**src/rtl/wdg_pkg.sv**
```systemverilog
package wdg_pkg;

    typedef enum logic [1:0] {
        PWR_RUN   = 2'd0,
        PWR_IDLE  = 2'd1,
        PWR_SLEEP = 2'd2,
        PWR_STOP  = 2'd3
    } pwr_e;

    // Mode register layout, msb first: idle-run, period select, enable.
    typedef struct packed {
        logic       idle_run;
        logic [1:0] period;
        logic       enable;
    } mode_t;

    localparam mode_t MODE_RESET = '{idle_run: 1'b0, period: 2'd0, enable: 1'b1};

    localparam logic [7:0] KEY_RESTART  = 8'h4E;
    localparam logic [7:0] KEY_SHUTDOWN = 8'hB1;

    // Control handed from the power gating to the counter core.
    typedef struct packed {
        logic zero;
        logic run;
    } cnt_ctl_t;

    function automatic logic halts_counter(pwr_e m);
        return (m == PWR_SLEEP) || (m == PWR_STOP);
    endfunction

    function automatic logic allows_count(pwr_e m, logic idle_run);
        return (m == PWR_RUN) || ((m == PWR_IDLE) && idle_run);
    endfunction

endpackage

```
**src/rtl/wdg_ctrl_regs.sv**
```systemverilog
module wdg_ctrl_regs
    import wdg_pkg::*;
(
    input  logic       clk,
    input  logic       rst,
    input  logic       wr_en,
    input  logic       wr_sel,
    input  logic [7:0] wr_data,
    output mode_t      mode_q,
    output logic       wd_on,
    output logic       kick
);

    logic wr_mode, wr_cmd;
    logic key_restart, key_off_ok, turn_on;

    assign wr_mode = wr_en && !wr_sel;
    assign wr_cmd  = wr_en &&  wr_sel;

    assign key_restart = wr_cmd && (wr_data == KEY_RESTART);
    // Shutdown key only counts once the enable bit has been cleared.
    assign key_off_ok  = wr_cmd && (wr_data == KEY_SHUTDOWN) && !mode_q.enable;
    assign turn_on     = wr_mode && wr_data[0] && !wd_on;

    // Any of these leaves the counter at zero after this edge.
    assign kick = key_restart || key_off_ok || turn_on;

    always_ff @(posedge clk) begin
        if (rst) begin
            mode_q <= MODE_RESET;
            wd_on  <= 1'b1;
        end else begin
            if (wr_mode) begin
                mode_q <= mode_t'(wr_data[3:0]);
            end
            if (turn_on) begin
                wd_on <= 1'b1;
            end else if (key_off_ok) begin
                wd_on <= 1'b0;
            end
        end
    end

endmodule

```
**src/rtl/wdg_tmr_core.sv**
```systemverilog
module wdg_tmr_core
    import wdg_pkg::*;
#(
    parameter int BASE_SHIFT = 15,
    parameter int PER_STEP   = 2,
    parameter int SEL_W      = 2,
    parameter int CNT_W      = BASE_SHIFT + PER_STEP * ((1 << SEL_W) - 1)
) (
    input  logic             clk,
    input  logic             rst,
    input  logic [SEL_W-1:0] period,
    input  cnt_ctl_t         ctl,
    output logic [CNT_W-1:0] cnt_q,
    output logic             expire
);

    localparam int NSEL = 1 << SEL_W;

    logic [CNT_W-1:0] last_tab [NSEL];
    logic [CNT_W-1:0] last_val;

    // Terminal count for each period select: 2^(BASE_SHIFT+PER_STEP*g) - 1.
    for (genvar g = 0; g < NSEL; g++) begin : g_last
        assign last_tab[g] = CNT_W'((64'd1 << (BASE_SHIFT + PER_STEP * g)) - 64'd1);
    end

    assign last_val = last_tab[period];

    always_ff @(posedge clk) begin
        if (rst) begin
            cnt_q  <= '0;
            expire <= 1'b0;
        end else begin
            expire <= 1'b0;
            if (ctl.zero) begin
                cnt_q <= '0;
            end else if (ctl.run) begin
                // >= so a shorter period chosen mid-count still wraps.
                if (cnt_q >= last_val) begin
                    cnt_q  <= '0;
                    expire <= 1'b1;
                end else begin
                    cnt_q <= cnt_q + 1'b1;
                end
            end
        end
    end

endmodule

```
**src/rtl/keyed_wdog.sv**
```systemverilog
module keyed_wdog
    import wdg_pkg::*;
#(
    parameter int BASE_SHIFT = 15,
    parameter int PER_STEP   = 2
) (
    input  logic       clk,
    input  logic       rst,
    input  logic       wr_en,
    input  logic       wr_sel,
    input  logic [7:0] wr_data,
    input  logic [1:0] pwr_mode,
    input  logic       bus_ack_n,
    output logic [7:0] mode_rd,
    output logic       wdt_irq
);

    localparam int SEL_W = 2;
    localparam int CNT_W = BASE_SHIFT + PER_STEP * ((1 << SEL_W) - 1);

    mode_t            mode_q;
    logic             wd_on;
    logic             kick;
    cnt_ctl_t         ctl;
    pwr_e             pwr;
    logic [CNT_W-1:0] cnt_q;
    logic             unused_bus_ack;

    // Bus ownership by another master deliberately leaves counting alone.
    assign unused_bus_ack = bus_ack_n;

    assign pwr = pwr_e'(pwr_mode);

    wdg_ctrl_regs u_regs (
        .clk     (clk),
        .rst     (rst),
        .wr_en   (wr_en),
        .wr_sel  (wr_sel),
        .wr_data (wr_data),
        .mode_q  (mode_q),
        .wd_on   (wd_on),
        .kick    (kick)
    );

    always_comb begin
        ctl.zero = kick || !wd_on || halts_counter(pwr);
        ctl.run  = wd_on && allows_count(pwr, mode_q.idle_run);
    end

    wdg_tmr_core #(
        .BASE_SHIFT (BASE_SHIFT),
        .PER_STEP   (PER_STEP),
        .SEL_W      (SEL_W),
        .CNT_W      (CNT_W)
    ) u_core (
        .clk    (clk),
        .rst    (rst),
        .period (mode_q.period),
        .ctl    (ctl),
        .cnt_q  (cnt_q),
        .expire (wdt_irq)
    );

    assign mode_rd = {4'b0000, mode_q};

endmodule

```
**config.mk**
```make
export PLATFORM = sky130hd
export DESIGN_NAME = keyed_wdog
export DESIGN_NICKNAME = d
export VERILOG_FILES = /design/src/rtl/wdg_pkg.sv /design/src/rtl/wdg_ctrl_regs.sv /design/src/rtl/wdg_tmr_core.sv /design/src/rtl/keyed_wdog.sv
export SDC_FILE = /design/constraint.sdc
export NUM_CORES = 1
export LEC_CHECK = 0
export BUFFER_PORTS_ARGS = -buffer_cell sky130_fd_sc_hd__buf_4
export CORE_UTILIZATION = 30
export CTS_CLUSTER_SIZE = 14
export DETAILED_ROUTE_END_ITERATION = 8
export GPL_ROUTABILITY_DRIVEN = 0
export GPL_TIMING_DRIVEN = 0
export SLEW_MARGIN = 20
export SYNTH_ARGS = -nofsm -noshare
export SYNTH_HDL_FRONTEND = slang
export SYNTH_HIERARCHICAL = 1
export SYNTH_SLANG_ARGS = --single-unit
```
**constraint.sdc**
```tcl
create_clock -name clk -period 2.74 [get_ports clk]
set_input_delay 0.411 -clock clk [delete_from_list [all_inputs] [get_ports clk]]
set_output_delay 0.411 -clock clk [all_outputs]
set_load 0.005 [all_outputs]
```
==> impl_metrics.toml, run 1 <==
[finish]
layoutNonFillerInstCount = 238
area_delta_synth_final_pct = 17.9
num-fill-cells = 454
final_common_cell = "nor2_1"
drive_gt1_share_pct = 18.8
nNetsFinal = 207
layout_common_cells = "29 x nor2_1, 27 x dfxtp_1, 23 x buf_4"
finalInstanceArea_um2 = 1700
n_antenna_cell = 0

[route]
viasPerCell = 4.69
drt_wl_total_um = 2620
num_vias = 1116
drt-initial-drc-count = 31
drcViolationCount = 2
first_pass_iters = 6
antenna_left = 0
wl_per_cell_um = 11.0

[global_routing]
overflow = 0
grt_pass1_vias = 1079
antenna_found_initial = 0
grt_pass1_wl_um = 4660
grt_max_degree = 16
grt_usage_pct = 11.3

[clock_tree]
htreeDepth = 1
clock_latency_ps = 270
clkTransAtPathRegs_ps = 90
post-cts-setup-buffers = 0
cts.sinks = 27
cts-buffers-inserted = 3
postCtsHoldBufs = 0
postCtsResizedCells = 0
cts_tree = "yes"
clk_path_buf_depth = 2
cts-root-buf = "clkbuf_8"

[synthesis]
synthArstFlopShare_pct = 0
avgSynthCellArea_um2 = 8.94
synth_edf_count = 0
synth_seq_area_share_pct = 37.5
synth_warnings = 6
synth-seq-cells = 27
synth_cells = 161
synthFlopType = "dfxtp_1"
ys_types = 38
synth_area_um2 = 1440

[floorplan]
die_y_um = 71.3
dieWidth_um = 71.3
die_area_um2 = 5080
io_pins = 24
start_util_pct = 32.2
row_count = 24
core-area_um2 = 4470

[setup_path]
cp-end-kind = "flop"
critical_path_arrival_ps = 2350
critPathRequiredTime_ps = 2910
cp_max_fo = 10
critPathKind = "flop to flop"
crit_path_start_kind = "flop"

[place]
placedInstanceArea_um2 = 1650
port_buffers = 18
dp_hpwl_um = 2010
dp_cells = 234

[timing]
timing.setup.tns_ps = 0
finClkSkew_ps = 4.38
fin_crit_ps = 2170
fmax_mhz = 460
finalCritPeriodShare_pct = 79.3
rsz0062_at_grt = "no"
slew_violations = 0
setup_viol = 0
hold_viol_final = 0
holdWs_ps = 336

[pwr]
ir_drop_mv = 0.263
p_per_area_nw_per_um2 = 406
leakagePower_nw = 0.680

[hold_path]
hold_path_class = "input port to flop"

[run_status]
outcome = "finished, violations left"
violations = "design-rule violations"

[flow_run]
drv_cap = 0
==> through the flow <==
step	util, %	setup slack [ps]	total power [mW]
after floorplan	-	786	0.445
after global placement	36.9	431	0.474
after detailed placement	36.9	416	0.474
after CTS	37.9	529	0.704
after global routing	37.9	378	0.728
final	37.9	567	0.690
==> per-layer routing <==
layer / share of wire (%) / up-vias / global-route usage [%]
met4: 0.42 / 0 / 1.33
met2: 46 / 13 / 18.7
li1: - / 602 / -
met1: 51 / 499 / 15.0
met3: 3.2 / 2 / 3.38
met5: 0 / - / 0
==> logic make-up after synthesis <==
logic type	share of synthesized area (%)
AOI/OAI and AO/OA	7.39
xor gates and xnor gates	10.9
adders and majority gates	4.34
buffers and inverters	5.82
DFF	37.5
muxes	2.78
other	0.260
and+or+nand+nor	30.9
==> cell type report <==
| cell class | instances | area (µm²) | share of cell area [%] |
|---|---|---|---|
| Multi-Input combinational cell | 124 | 827 | 48.7 |
| Sequential cell | 27 | 541 | 31.8 |
| Timing Repair Buffer | 18 | 135 | 7.96 |
| Buffer | 8 | 65.1 | 3.83 |
| Tap cell | 52 | 65.1 | 3.83 |
| Clock buffer | 3 | 41.3 | 2.43 |
| Inverter | 5 | 18.8 | 1.11 |
| Clock inverter | 1 | 5.00 | 0.295 |
==> worst paths after layout <==
kind,end,cells past startpoint,slack [ps],startpoint
setup reg to reg,u_core/cnt_q[10],8,570,u_regs/mode_q[2]
hold reg to reg,u_regs/mode_q[0],1,510,u_regs/mode_q[0]
setup / recovery,u_core/cnt_q[10],8,570,u_regs/mode_q[2]
hold / removal,u_regs/mode_q[2],2,340,rst
==> power by group <==
part / internal (mW) / switching [mW]
logic: 0.0356 / 0.0292
clock network: 0.102 / 0.124
registers: 0.396 / 0.00372
total: 0.533 / 0.157
==> cells in the mapped netlist (2+ instances only) <==
cell / instances / area (µm²)
and3_1: 5 / 31.3
mux2i_1: 4 / 40.0
nand2b_1: 2 / 12.5
nor4bb_1: 2 / 20.0
inv_1: 5 / 18.8
xor2_1: 13 / 114
dfxtp_1: 27 / 541
a211o_1: 3 / 26.3
ha_1: 5 / 62.6
nor3b_1: 2 / 15.0
buf_6: 2 / 22.5
a21oi_1: 5 / 25.0
xnor2_1: 5 / 43.8
nor3_2: 2 / 20.0
nand4_1: 7 / 43.8
nand3_1: 9 / 45.0
nor2_1: 29 / 109
nand2_1: 8 / 30.0
buf_4: 5 / 37.5
nand3b_1: 2 / 15.0
and4_1: 2 / 17.5
==> worst max-delay path, cell delays in order (launching register included) <==
cell      delay (ps)
dfxtp_1          400
nand2_1          100
ha_1             310
and4_1           220
nor3b_1          340
nand4_4          170
o21bai_4         280
buf_6            190
nor2_1            50
==> registers in the layout, summed over array words and instances (netlist names) <==
| register | cells |
|---|---|
| u_core/cnt_q | 21 |
| u_regs/mode_q | 4 |
| u_regs/wd_on | 1 |
| u_core/expire | 1 |
No activity file was read; power rests on OpenSTA's default activity.
==> inputs of run 2 (changes only) <==
clock period = 1.9 ns   (was 2.74 ns; I/O delays follow)
==> run 2 against run 1 <==
The flow still finishes with violations (design-rule violations). Global-route usage is 1.4 points higher. Critical endpoint is now u_core/cnt_q[18]. Routed wire length grew 8.4%. Register-to-register slack got worse by 510 ps. Final area increased by 12%. Highest routed layer unchanged. Clock-buffer cell count did not move.
==> impl_metrics.toml, run 2 (synthesis gave the netlist of run 1 again) <==
[clock_tree]
cts.sinks = 27
clkTransAtPathRegs_ps = 90
clock_latency_ps = 280
cts-buffers-inserted = 3
htreeDepth = 1
cts_tree = "yes"
cts-root-buf = "clkbuf_8"
clk_path_buf_depth = 2
postCtsHoldBufs = 0

[route]
first_pass_iters = 6
drt-initial-drc-count = 62
num_vias = 1196
viasPerCell = 4.82
wl_per_cell_um = 11.5
antenna_left = 0
drcViolationCount = 1
drt_wl_total_um = 2840

[finish]
final_util_pct = 42.7
nNetsFinal = 217
layout_common_cells = "32 x buf_4, 23 x dfxtp_1, 20 x nor2_1"
multi_input_area_um2 = 932
largest_reg_flops = 21
n_antenna_cell = 0
ff_latch_area_um2 = 551
regMostFlops = "u_core/cnt_q"
final_common_cell = "buf_4"
area_delta_synth_final_pct = 32.6
reg.largest.list = "u_core/cnt_q (21), u_regs/mode_q (4)"
drive_gt1_share_pct = 33.2
num-fill-cells = 441

[setup_path]
critPathTopFamily = "simple AND/OR/NAND/NOR gates"
cp-end-kind = "flop"
critical_path_arrival_ps = 2030
cp_max_fo = 8
critPathKind = "flop to flop"
crit_path_start_kind = "flop"
critPathRequiredTime_ps = 2080
timing.critical_path.buf_inv = 1
slowest_delay_ps = 380
crit_chain = "nand2_4, ha_4, and4_1, nor3b_4, nand4_4, o21bai_4, buf_12, nor2_1"
critPathSlowestCell = "dfxtp_4"

[hold_path]
hold_path_class = "input port to flop"

[floorplan]
dieWidth_um = 71.3
io_pins = 24
row_count = 24
core-area_um2 = 4470
die_area_um2 = 5080
die_y_um = 71.3
start_util_pct = 32.2

[place]
port_buffers = 18
dp_hpwl_um = 1970

[timing]
finalCritPeriodShare_pct = 97.1
finClkSkew_ps = 3.57
fin_crit_ps = 1850
holdWs_ps = 231
setup_viol = 0
rsz0062_at_grt = "yes"
slew_violations = 0
hold_viol_final = 0
fmax_mhz = 542

[global_routing]
grt_usage_pct = 12.7
antenna_found_initial = 0
grt_max_degree = 17
grt_pass1_vias = 1171
overflow = 0
grt_pass1_wl_um = 5130

[pwr]
ir_drop_mv = 0.470
leakagePower_nw = 0.769
p_per_area_nw_per_um2 = 539

[flow_run]
drv_cap = 0

[run_status]
outcome = "finished, violations left"
violations = "design-rule violations"
-- run 2: changes by cell type in the layout (fill, tap and decap cells not counted), sizes merged --
cell,change
buf,+10
clkinvlp,+1
clkinv,-1
-- run 2: path summary, 6_finish.rpt --
path                     from          endpoint  slack, ps  cells past startpoint
max          u_regs/mode_q[1]  u_core/cnt_q[18]         50                      8
max reg2reg  u_regs/mode_q[1]  u_core/cnt_q[18]         50                      8
min reg2reg  u_regs/mode_q[0]  u_regs/mode_q[0]        480                      1
min                       rst  u_regs/mode_q[3]        230                      2
-- run 2: layout make-up --
cell class                 count  share of cell area, %
buffer                         8                   3.54
timing repair buffer          28                   11.9
clock inverter                 1                  0.393
tap                           52                   3.41
multi-input combinational    124                   48.8
clock buffer                   3                   2.16
inverter                       5                  0.983
sequential                    27                   28.8
-- run 2: stage by stage --
| stage | setup TNS [ps] | instance area [µm²] | instances | power (mW) | setup WS (ps) |
|---|---|---|---|---|---|
| 5_1_grt | -519 | 1910 | 248 | 1.08 | -60.7 |
| 3_3_place_gp | -3970 | 1660 | 234 | 0.683 | -286 |
| 3_5_place_dp | -3590 | 1660 | 234 | 0.684 | -275 |
| 4_1_cts | 0 | 1780 | 242 | 1.04 | 8.81 |
| 6_report | 0 | 1910 | 248 | 1.03 | 54.6 |
| 2_1_floorplan | 0 | 1460 | 164 | 0.642 | 55.3 |
-- run 2: repair_timing --
| action | 4_1_cts | 5_1_grt |
|---|---|---|
| endpoints found under the setup margin | 18 | 21 |
| gates resized for setup | 9 | 22 |
| gates cloned | 1 | 0 |
| pin swaps | 2 | 9 |
| buffers inserted | 3 | 6 |
-- run 2: report_power, final --
group / internal (mW) / switching [mW]
registers: 0.570 / 0.00641
clock network: 0.149 / 0.187
logic: 0.0658 / 0.0512
total: 0.785 / 0.244
-- run 2: worst reg2reg max path, cell delays in order (launching register included) --
cell and delay (ps):
dfxtp_4 380, nand2_4 70, ha_4 270, and4_1 230
nor3b_4 230, nand4_4 140, o21bai_4 220, buf_12 160
nor2_1 50
-- run 2: layer usage --
metal / routed length (µm) / track usage (%)
met1: 1430 / 15.7
met2: 1300 / 21.4
met4: 32 / 4.44
met3: 86 / 3.38
met5: 0 / 0
==> inputs of run 3 (changes only) <==
CORE_UTILIZATION = 49   (was 30)
PLACE_DENSITY = 0.74   (was default)
SLEW_MARGIN = default   (was 20)
==> run 3 against run 2 <==
The run ends with negative setup slack left. Setup slack got worse by 81 ps. Combinational power rose by 7%. Register-to-register slack got worse by 80 ps. Highest routed layer unchanged. Power fell by 8.0%. Largest power group unchanged.
==> impl_metrics.toml, run 3 (synthesis gave the netlist of run 1 again) <==
[run_status]
outcome = "finished, violations left"
violations = "negative setup slack"

[place]
dp_hpwl_um = 2050
port_buffers = 18
placedInstanceArea_um2 = 1630
dp_cells = 213

[global_routing]
grt_max_degree = 15
grt_pass1_wl_um = 5170
antenna_found_initial = 0
overflow = 0
grt_pass1_vias = 1246
grt_usage_pct = 20.3

[timing]
fin_crit_ps = 1930
fmax_mhz = 519
slew_violations = 0
finClkSkew_ps = 2.19
timing.setup.tns_ps = -220
fin_ws_ps = -26.6
setup_viol = 18
finalCritPeriodShare_pct = 101
hold_viol_final = 0
rsz0062_at_grt = "yes"
holdWs_ps = 160

[finish]
largest_reg_flops = 21
final_common_cell = "buf_4"
layoutNonFillerInstCount = 230
drive_gt1_share_pct = 35.2
finalInstanceArea_um2 = 1880
num-fill-cells = 229
reg.largest.list = "u_core/cnt_q (21), u_regs/mode_q (4)"
n_antenna_cell = 0
layout_common_cells = "35 x buf_4, 22 x dfxtp_1, 19 x nor2_1"
regMostFlops = "u_core/cnt_q"
nNetsFinal = 220
area_delta_synth_final_pct = 30.4

[clock_tree]
htreeDepth = 1
cts-root-buf = "clkbuf_4"
clk_path_buf_depth = 2
clock_latency_ps = 320
cts.sinks = 27
clkTransAtPathRegs_ps = 140
cts_tree = "yes"
postCtsHoldBufs = 0
cts-buffers-inserted = 3

[setup_path]
crit_path_start_kind = "flop"
critical_path_arrival_ps = 2160
cp-end-kind = "flop"
ff2ff_setup_slack_ps = -30
critPathRequiredTime_ps = 2130
reg2regPathDepth = 8
rr_startpoint = "u_regs/mode_q[2]"
critPathKind = "flop to flop"
cp_max_fo = 8
rr_endpoint = "u_core/cnt_q[20]"

[floorplan]
dieWidth_um = 56.2
start_util_pct = 51.8
die_area_um2 = 3160
row_count = 19
die_y_um = 56.2
core-area_um2 = 2780
io_pins = 24

[pwr]
total_power_mw = 0.947
seqPwrFrac_pct = 61.0
ir_drop_mv = 0.379
swShare_pct = 23.4
leakagePower_nw = 0.785
pwr-share-clk_pct = 25.8
pwr-share-comb_pct = 13.2
power.net_switching_mw = 0.222
p_per_area_nw_per_um2 = 504
p_int_mw = 0.725

[hold_path]
holdPathStages = 2
hold_path_class = "input port to flop"
hold_end = "u_regs/mode_q[1]"
hold_start = "rst"

[route]
first_pass_iters = 4
drt-initial-drc-count = 38
drt_wl_total_um = 3160
wl_per_cell_um = 13.7
viasPerCell = 5.54
antenna_left = 0
num_vias = 1275
drcViolationCount = 0

[flow_run]
drv_cap = 0
## run 3: through the flow
step,setup WS (ps),utilization (%)
2_1_floorplan,55.3,-
3_3_place_gp,-273,58.6
3_5_place_dp,-300,58.6
4_1_cts,4.54,63.8
5_1_grt,-77.4,67.5
6_report,-26.6,67.5
## run 3: how the worst max path moves through the flow
stage | startpoint | to | cells past startpoint
3_3_place_gp | wr_data[7] | u_core/cnt_q[9] | 10
4_1_cts | u_regs/mode_q[2] | u_core/cnt_q[11] | 8
3_5_place_dp | wr_data[7] | u_core/cnt_q[4] | 10
6_report | u_regs/mode_q[2] | u_core/cnt_q[20] | 8
2_1_floorplan | u_regs/mode_q[2] | u_core/cnt_q[8] | 8
5_1_grt | u_regs/mode_q[2] | u_core/cnt_q[20] | 8
## run 3: what timing repair did
item	in CTS	in global routing
pin swaps	4	7
hold endpoints to repair	0	0
endpoints found under the setup margin	18	21
gates cloned	1	0
buffers inserted	10	2
gates resized for setup	8	22
## run 3: power by group through the flow
stage	Combinational (mW)	Clock (mW)	Sequential, mW
final	0.125	0.244	0.578
after global routing	0.135	0.271	0.579
after CTS	0.115	0.254	0.577
after detailed placement	0.0944	0	0.590
after global placement	0.0922	0	0.589
after floorplan	0.0527	0	0.589
## run 3: cell type report
class	count	area (µm²)	area share (%)
multi-input combinational	124	928	49.4
sequential	27	549	29.2
timing repair buffer	31	249	13.3
buffer	8	67.6	3.60
tap	31	38.8	2.07
clock buffer	4	26.3	1.40
inverter	5	18.8	0.999
## run 3: per-layer routing
metal | up-vias | part of all wire (%) | track usage [%]
li1 | 633 | - | -
met1 | 595 | 41 | 23.3
met2 | 39 | 53 | 35.9
met3 | 8 | 4.3 | 3.95
met5 | - | 0 | 0
met4 | 0 | 1.8 | 9.41
## run 3: worst max-delay path, cell delays in order, from the launching register on
cell and delay [ps]:
dfxtp_4 390, inv_1 70, ha_1 310, and4_4 230, a31oi_2 90, o211ai_1 300
o21bai_4 230, buf_12 160, nor2_1 50
